`src/rtl/hist_logger_pkg.sv`:
```
// Shared types for the miss history logger: one log entry is a block
// address plus an end-of-stream flag.
package hist_logger_pkg;
    localparam int BLK_W = 32;

    typedef struct packed {
        logic             eos;
        logic [BLK_W-1:0] blk;
    } hist_entry_t;

    localparam int ENTRY_W = $bits(hist_entry_t);
endpackage

```
`src/rtl/hist_eos_tracker.sv`:
```
// End-of-stream tracker. Remembers whether the last logged entry was a
// prefetch hit; a miss logged right after such a run is flagged as the
// stream end. Assumes append pulses only for entries that enter the log.
module hist_eos_tracker (
    input  logic clk,
    input  logic rst_n,
    input  logic append,
    input  logic is_pf_hit,
    output logic eos
);
    logic in_run;

    // Flag a miss that closes a run of prefetch hits.
    always_comb eos = in_run && !is_pf_hit;

    // Track whether the newest logged entry was a prefetch hit.
    always_ff @(posedge clk) begin
        if (!rst_n)      in_run <= 1'b0;
        else if (append) in_run <= is_pf_hit;
    end
endmodule

```
`src/rtl/hist_stager.sv`:
```
// Line staging buffer. Collects EPL entries into slot registers and
// presents the packed line (with the arriving entry overlaid) so the
// caller can load it when the last slot fills. Spare upper bits are zero.
// Assumes append is never raised while the caller cannot take a full line.
module hist_stager #(
    parameter int EPL       = 12,
    parameter int LINE_BITS = 512,
    parameter int SLOT_W    = 4
) (
    input  logic                          clk,
    input  logic                          rst_n,
    input  logic                          append,
    input  hist_logger_pkg::hist_entry_t  entry,
    output logic [SLOT_W-1:0]             slot,
    output logic                          line_full,
    output logic [LINE_BITS-1:0]          line_data
);
    import hist_logger_pkg::*;

    localparam int                USED_BITS = EPL * ENTRY_W;
    localparam logic [SLOT_W-1:0] LAST      = SLOT_W'(EPL - 1);

    hist_entry_t ent [EPL];

    // Last slot taken completes the line.
    always_comb line_full = append && (slot == LAST);

    // Slot counter: next free position in the staging line.
    always_ff @(posedge clk) begin
        if (!rst_n)         slot <= '0;
        else if (line_full) slot <= '0;
        else if (append)    slot <= slot + 1'b1;
    end

    for (genvar k = 0; k < EPL; k++) begin : g_slot
        // Capture the arriving entry into its slot.
        always_ff @(posedge clk) begin
            if (!rst_n)                              ent[k] <= '0;
            else if (append && slot == SLOT_W'(k))   ent[k] <= entry;
        end
        // Pack the slot, taking the arriving entry directly when it lands here.
        assign line_data[k*ENTRY_W +: ENTRY_W] =
            (append && slot == SLOT_W'(k)) ? entry : ent[k];
    end

    if (LINE_BITS > USED_BITS) begin : g_spare
        assign line_data[LINE_BITS-1:USED_BITS] = '0;
    end
endmodule

```
`src/rtl/hist_line_writer.sv`:
```
// Line write holding register. Loads one packed line and its address and
// presents them on a valid/ready write port until accepted. Assumes load
// is only raised while no write is pending.
module hist_line_writer #(
    parameter int LINE_BITS  = 512,
    parameter int MEM_ADDR_W = 40
) (
    input  logic                  clk,
    input  logic                  rst_n,
    input  logic                  load,
    input  logic [MEM_ADDR_W-1:0] load_addr,
    input  logic [LINE_BITS-1:0]  load_data,
    output logic                  busy,
    output logic [MEM_ADDR_W-1:0] wr_addr,
    output logic [LINE_BITS-1:0]  wr_data,
    input  logic                  wr_ready
);
    // Hold the pending line until the memory port takes it.
    always_ff @(posedge clk) begin
        if (!rst_n) begin
            busy    <= 1'b0;
            wr_addr <= '0;
            wr_data <= '0;
        end else if (load) begin
            busy    <= 1'b1;
            wr_addr <= load_addr;
            wr_data <= load_data;
        end else if (busy && wr_ready) begin
            busy    <= 1'b0;
        end
    end
endmodule

```
`src/rtl/hist_logger.sv`:
```
// Per-core miss history logger top. Logs marked retires into a circular
// line-packed log, emits one index-update candidate per logged entry and
// stalls the retire input only when a full line cannot leave.
// Assumes the memory port keeps a request once it has seen it valid.
module hist_logger #(
    parameter int                    HIST_LINES = 4,
    parameter int                    EPL        = 12,
    parameter int                    LINE_BITS  = 512,
    parameter int                    MEM_ADDR_W = 40,
    parameter logic [MEM_ADDR_W-1:0] BASE_ADDR  = 40'h0010_0000,
    localparam int                   HIST_ENTRIES = HIST_LINES * EPL,
    localparam int                   PTR_W        = $clog2(HIST_ENTRIES)
) (
    input  logic                              clk,
    input  logic                              rst_n,
    input  logic                              ret_valid,
    output logic                              ret_ready,
    input  logic                              ret_marked,
    input  logic                              ret_pfhit,
    input  logic [hist_logger_pkg::BLK_W-1:0] ret_addr,
    output logic                              mem_wvalid,
    input  logic                              mem_wready,
    output logic [MEM_ADDR_W-1:0]             mem_waddr,
    output logic [LINE_BITS-1:0]              mem_wdata,
    output logic                              upd_valid,
    output logic [hist_logger_pkg::BLK_W-1:0] upd_addr,
    output logic [PTR_W-1:0]                  upd_ptr
);
    import hist_logger_pkg::*;

    localparam int                    SLOT_W     = $clog2(EPL);
    localparam int                    LIDX_W     = (HIST_LINES > 1) ? $clog2(HIST_LINES) : 1;
    localparam int                    LINE_BYTES = LINE_BITS / 8;
    localparam logic [SLOT_W-1:0]     LAST_SLOT  = SLOT_W'(EPL - 1);
    localparam logic [LIDX_W-1:0]     LAST_LINE  = LIDX_W'(HIST_LINES - 1);

    logic                  append;
    logic                  eos;
    logic                  line_full;
    logic                  wr_busy;
    logic [SLOT_W-1:0]     slot;
    logic [LIDX_W-1:0]     lidx;
    logic [PTR_W-1:0]      cur_ptr;
    logic [MEM_ADDR_W-1:0] line_addr;
    logic [LINE_BITS-1:0]  line_data;
    hist_entry_t           new_entry;

    // Stall only when the last slot would fill while a line still waits.
    always_comb ret_ready = !(wr_busy && slot == LAST_SLOT);

    // An entry enters the log on a handshake with the marked flag set.
    always_comb append = ret_valid && ret_ready && ret_marked;

    // Form the entry and its log position and line address.
    always_comb begin
        new_entry.eos = eos;
        new_entry.blk = ret_addr;
        cur_ptr       = PTR_W'(lidx) * PTR_W'(EPL) + PTR_W'(slot);
        line_addr     = BASE_ADDR + MEM_ADDR_W'(lidx) * MEM_ADDR_W'(LINE_BYTES);
    end

    // Line index advances on every completed line and wraps at the log end.
    always_ff @(posedge clk) begin
        if (!rst_n)         lidx <= '0;
        else if (line_full) lidx <= (lidx == LAST_LINE) ? '0 : lidx + 1'b1;
    end

    // Register the index-update candidate for the accepted entry.
    always_ff @(posedge clk) begin
        if (!rst_n) begin
            upd_valid <= 1'b0;
            upd_addr  <= '0;
            upd_ptr   <= '0;
        end else begin
            upd_valid <= append;
            if (append) begin
                upd_addr <= ret_addr;
                upd_ptr  <= cur_ptr;
            end
        end
    end

    hist_eos_tracker u_eos (
        .clk       (clk),
        .rst_n     (rst_n),
        .append    (append),
        .is_pf_hit (ret_pfhit),
        .eos       (eos)
    );

    hist_stager #(
        .EPL       (EPL),
        .LINE_BITS (LINE_BITS),
        .SLOT_W    (SLOT_W)
    ) u_stage (
        .clk       (clk),
        .rst_n     (rst_n),
        .append    (append),
        .entry     (new_entry),
        .slot      (slot),
        .line_full (line_full),
        .line_data (line_data)
    );

    hist_line_writer #(
        .LINE_BITS  (LINE_BITS),
        .MEM_ADDR_W (MEM_ADDR_W)
    ) u_wr (
        .clk       (clk),
        .rst_n     (rst_n),
        .load      (line_full),
        .load_addr (line_addr),
        .load_data (line_data),
        .busy      (wr_busy),
        .wr_addr   (mem_waddr),
        .wr_data   (mem_wdata),
        .wr_ready  (mem_wready)
    );

    always_comb mem_wvalid = wr_busy;
endmodule

```
`config.mk`:
```
export PLATFORM = sky130hd
export DESIGN_NAME = hist_logger
export DESIGN_NICKNAME = d
export VERILOG_FILES = /design/src/rtl/hist_logger_pkg.sv /design/src/rtl/hist_eos_tracker.sv /design/src/rtl/hist_stager.sv /design/src/rtl/hist_line_writer.sv /design/src/rtl/hist_logger.sv
export SDC_FILE = /design/constraint.sdc
export NUM_CORES = 1
export LEC_CHECK = 0
export ABC_CLOCK_PERIOD_IN_PS = 9670
export BUFFER_PORTS_ARGS = -buffer_cell sky130_fd_sc_hd__buf_2
export CORE_UTILIZATION = 30
export DETAILED_ROUTE_END_ITERATION = 8
export GPL_TIMING_DRIVEN = 1
export SETUP_SLACK_MARGIN = 0.3
export SLEW_MARGIN = 20
export SYNTH_ARGS = -nofsm -noshare
export SYNTH_HDL_FRONTEND = slang
export SYNTH_SLANG_ARGS = --single-unit
```
`constraint.sdc`:
```
create_clock -name clk -period 9.67 [get_ports clk]
set_clock_uncertainty 0.15 [all_clocks]
set_input_delay 1.934 -clock clk [delete_from_list [all_inputs] [get_ports clk]]
set_output_delay 1.934 -clock clk [all_outputs]
set_load 0.01 [all_outputs]
```
==> results.txt <==
----------------------------------------------------
[Status]
  Status ... finished clean

[Worst setup path]
  Sort of element at the start of the critical path ... input pin
  Critical path's most frequent cell ... sky130_fd_sc_hd__buf_4
  Arrival time worst endpoint ... 4830 ps
  CP Cell Sequence ... buf_2 > nand3_4 > buf_4 > buf_4 > o21ai_0 > a21oi_1
  Data required time at the worst endpoint ... 10090 ps
  Worst Path Class, Setup ... input pin to flip-flop
  Slowest Stage Delay on Critical Path ... 860 ps
  CP top delay family ... buffers and inverters
  Library cell contributing the largest single delay on the critical path ... sky130_fd_sc_hd__buf_4
  Capturing element type of the critical path ... flip-flop
  Maximum fanout along the worst path ... 95
  Crit path buf inv count ... 3

[Floorplan]
  Site row count ... about 120
  Effective utilization at floorplan ... between 30% and 40%
  Boundary pin count ... 631
  Die X-Extent ... 325 um
  Die Area ... approximately 110000 sq um
  Area inside the core boundary ... around 100000 sq um
  Height of the die ... 325 um

[CTS]
  Clock Tree Root ... sky130_fd_sc_hd__clkbuf_16
  Clk sinks ... 809
  TritonCTS clock tree ... done
  TritonCTS buffer count ... 90
  H-tree level count ... 3
  Postcts setup bufs ... 0
  Clock transition time at the flip-flop clock pins of the worst setup and hold paths ... 60 ps
  Worst-case clock buffer depth ... 3
  Clock Latency Late Sink ... between 600 and 700 ps
  Hold_buf cts ... 0
  Cells resized by post-CTS repair ... 0

[Yosys]
  Most frequent cell after synthesis ... sky130_fd_sc_hd__nand3_1
  Most common library cells after synthesis ... sky130_fd_sc_hd__nand3_1 (472), sky130_fd_sc_hd__dfxtp_1 (446), sky130_fd_sc_hd__a21oi_1 (444)
  Cell types with the largest area share after synthesis ... sky130_fd_sc_hd__edfxtp_1 (35%), sky130_fd_sc_hd__dfxtp_1 (29%), sky130_fd_sc_hd__nand3_1 (7.6%)
  Async set or reset register ratio after synthesis ... 0%
  Top FF cell, synth ... sky130_fd_sc_hd__dfxtp_1
  Top cell type's share of synthesized area ... 34.9%
  Warnings, synthesis ... 0
  Largest area contributor in the netlist ... sky130_fd_sc_hd__edfxtp_1
  Avg Inst Size Synth ... around 9.9 sq um
  Netlist area before placement ... roughly 31000 sq um
  Number of enable flip-flop cells after synthesis ... 363
  Unique cell type count in the Yosys netlist ... 36
  Portion of the post-synthesis area used by sequential elements ... a little under two thirds
  Flops & latches, synth ... around 810
  Cells after synthesis ... approximately 3100

[Timing]
  Setup Total Neg Slack ... 0 ps
  Max_slew headroom ... between 10% and 20%
  Final slew viol count ... 0
  Highest Clock Rate ... ~230 MHz
  Share of the cycle needed by the critical path after routing ... between 40 and 50%
  Final Hold Violating Endpoints ... 0
  Clock period minus final worst setup slack ... about 4400 ps
  Slew at the pin closest to its max-slew limit ... between 1000 and 1500 ps
  Endpoints failing setup ... 0
  Setup repair after global routing missed its margin ... no

[Placement]
  HPWL after DPL ... 72700 um
  Number of I/O port buffers ... approximately 480
  Last weighted congestion value of the routability-driven placer ... about 0.80
  Placed cell area ... approximately 34000 sq um

[Route]
  Count of unresolved DRC violations after routing ... 0
  Violation count after the first detailed-routing iteration ... 2608
  Total via count in the routed design ... 24807
  Post-Route WL ... between 100000 and 150000 um
  Number of nets with antenna violations after detailed routing ... 0
  Vias per std cell ... slightly above 5
  Routed length per placed instance ... around 24 um
  DRT Pass-1 Iters ... 6

[Cells and area]
  Growth of design area from synthesis to finish ... 18.7%
  Final design instance area without fill ... roughly 37000 sq um
  Layout cell share with drive strength beyond 1 ... 19.3%
  Final layout net count ... between 3000 and 4000

[Pwr]
  Clock group share of total power ... 47.2%
  Switching power as a share of total power ... roughly 23%
  Sequential group share of total power ... 49.2%
  Maximum resistive drop on vdd ... ~0.12 mV
  Cell area power density ... approximately 200 nW/um^2
  Leakage power ... 13.7 nW
  Psw ... 1.72 mW
  Gate power share ... ~3.6%
  Int Power ... 5.71 mW
  Total design power ... 7.43 mW

[Min path]
  Hold WC Path Type ... flip-flop to flip-flop

[Global routing]
  Vias in the first global route ... ~23000
  Initial antenna violation count ... 9
  Final global-route overflow total ... 0
  Global-route wire length before repair ... ~170000 um
  Maximum number of pins on one net before global-route repair ... between 200 and 250
  GRT Util Overall ... a little over a fifth

[Job]
  Maximum Capacitance Violations ... 0

----------------------------------------------------
[layout by cell type (no fill, tap or decap), types with 7 or more instances in the layout]
cell / count
sky130_fd_sc_hd__o21ai_0: 353
sky130_fd_sc_hd__clkbuf_8: 13
sky130_fd_sc_hd__clkbuf_1: 16
sky130_fd_sc_hd__edfxtp_1: 363
sky130_fd_sc_hd__o21ai_1: 88
sky130_fd_sc_hd__ha_1: 7
sky130_fd_sc_hd__nor2_1: 365
sky130_fd_sc_hd__inv_1: 10
sky130_fd_sc_hd__clkinv_1: 11
sky130_fd_sc_hd__clkbuf_16: 93
sky130_fd_sc_hd__buf_4: 30
sky130_fd_sc_hd__clkinv_2: 17
sky130_fd_sc_hd__nand2_1: 103
sky130_fd_sc_hd__dfxtp_1: 446
sky130_fd_sc_hd__o21ai_4: 9
sky130_fd_sc_hd__inv_6: 7
sky130_fd_sc_hd__nand3_1: 471
sky130_fd_sc_hd__buf_2: 476
sky130_fd_sc_hd__conb_1: 153
sky130_fd_sc_hd__a21oi_1: 444
[sequential cells by signal (all words and copies together), names as in the netlist]
register,count
lidx,2
mem_wdata,1
u_eos.in_run,1
u_stage.ent,363
u_stage.slot,4
u_wr.busy,1
u_wr.wr_addr,3
u_wr.wr_data,395
upd_addr,32
upd_ptr,6
upd_valid,1
[power groups by stage]
| stage | registers [mW] | clock network (mW) | logic, mW |
|---|---|---|---|
| 2_1_floorplan | 3.73 | 0 | 0.171 |
| 3_3_place_gp | 3.73 | 0 | 0.263 |
| 3_5_place_dp | 3.73 | 0 | 0.267 |
| 4_1_cts | 3.66 | 3.56 | 0.268 |
| 5_1_grt | 3.66 | 3.69 | 0.283 |
| 6_report | 3.66 | 3.51 | 0.267 |
[worst register-to-register path: cells and delay by family, from the launching register on]
family          cells  cell delay, ps
simple gates        1             590
buf+inv             2            1710
flops               1             360
fa+ha+maj           1             330
compound gates      2             510
[routing by layer]
layer	wire, um	track usage (%)
met3	9800	5.43
met2	51900	32.2
met5	0	0
met4	3140	6.90
met1	51100	29.2
[cell families (layout without fill, tap and decap cells)]
| logic type | after synthesis | after routing | share of synthesized area (%) |
|---|---|---|---|
| fa+ha+maj | 9 | 9 | 0.384 |
| compound gates | 900 | 900 | 14.5 |
| xor+xnor | 1 | 1 | 0.0280 |
| buf+inv | 471 | 699 | 8.05 |
| other cells | 1 | 156 | 0.0120 |
| simple gates | 957 | 957 | 13.6 |
| flops | 809 | 809 | 63.5 |
[through the flow]
step	hold WS, ps	utilization [%]	cells	worst slack, ps
after floorplan	299	-	3300	3990
after global placement	303	32.9	4734	4610
after detailed placement	311	32.9	4737	4670
after CTS	324	35.9	4907	5370
after global routing	336	35.9	4908	5060
final	321	35.9	4911	5260
[cell type report]
class	count	area, sq um
Clock inverter	48	450
Inverter	12	52.6
Clock buffer	122	2570
Tap cell	1380	1730
Timing Repair Buffer	517	2850
Antenna cell	3	7.51
Sequential cell	809	19800
Fill cell	10544	66300
Multi-Input combinational cell	2020	9610
[path summary, 6_finish.rpt]
check | cells after the start | to | slack [ps] | start
setup reg to reg | 6 | u_wr.wr_data[167] | 5920 | u_stage.slot[1]
hold / removal | 2 | u_wr.wr_data[88] | 320 | u_wr.wr_data[88]
hold reg to reg | 2 | u_wr.wr_data[88] | 320 | u_wr.wr_data[88]
setup / recovery | 6 | u_wr.wr_data[167] | 5260 | ret_marked
(Power assumes the default switching activity.)
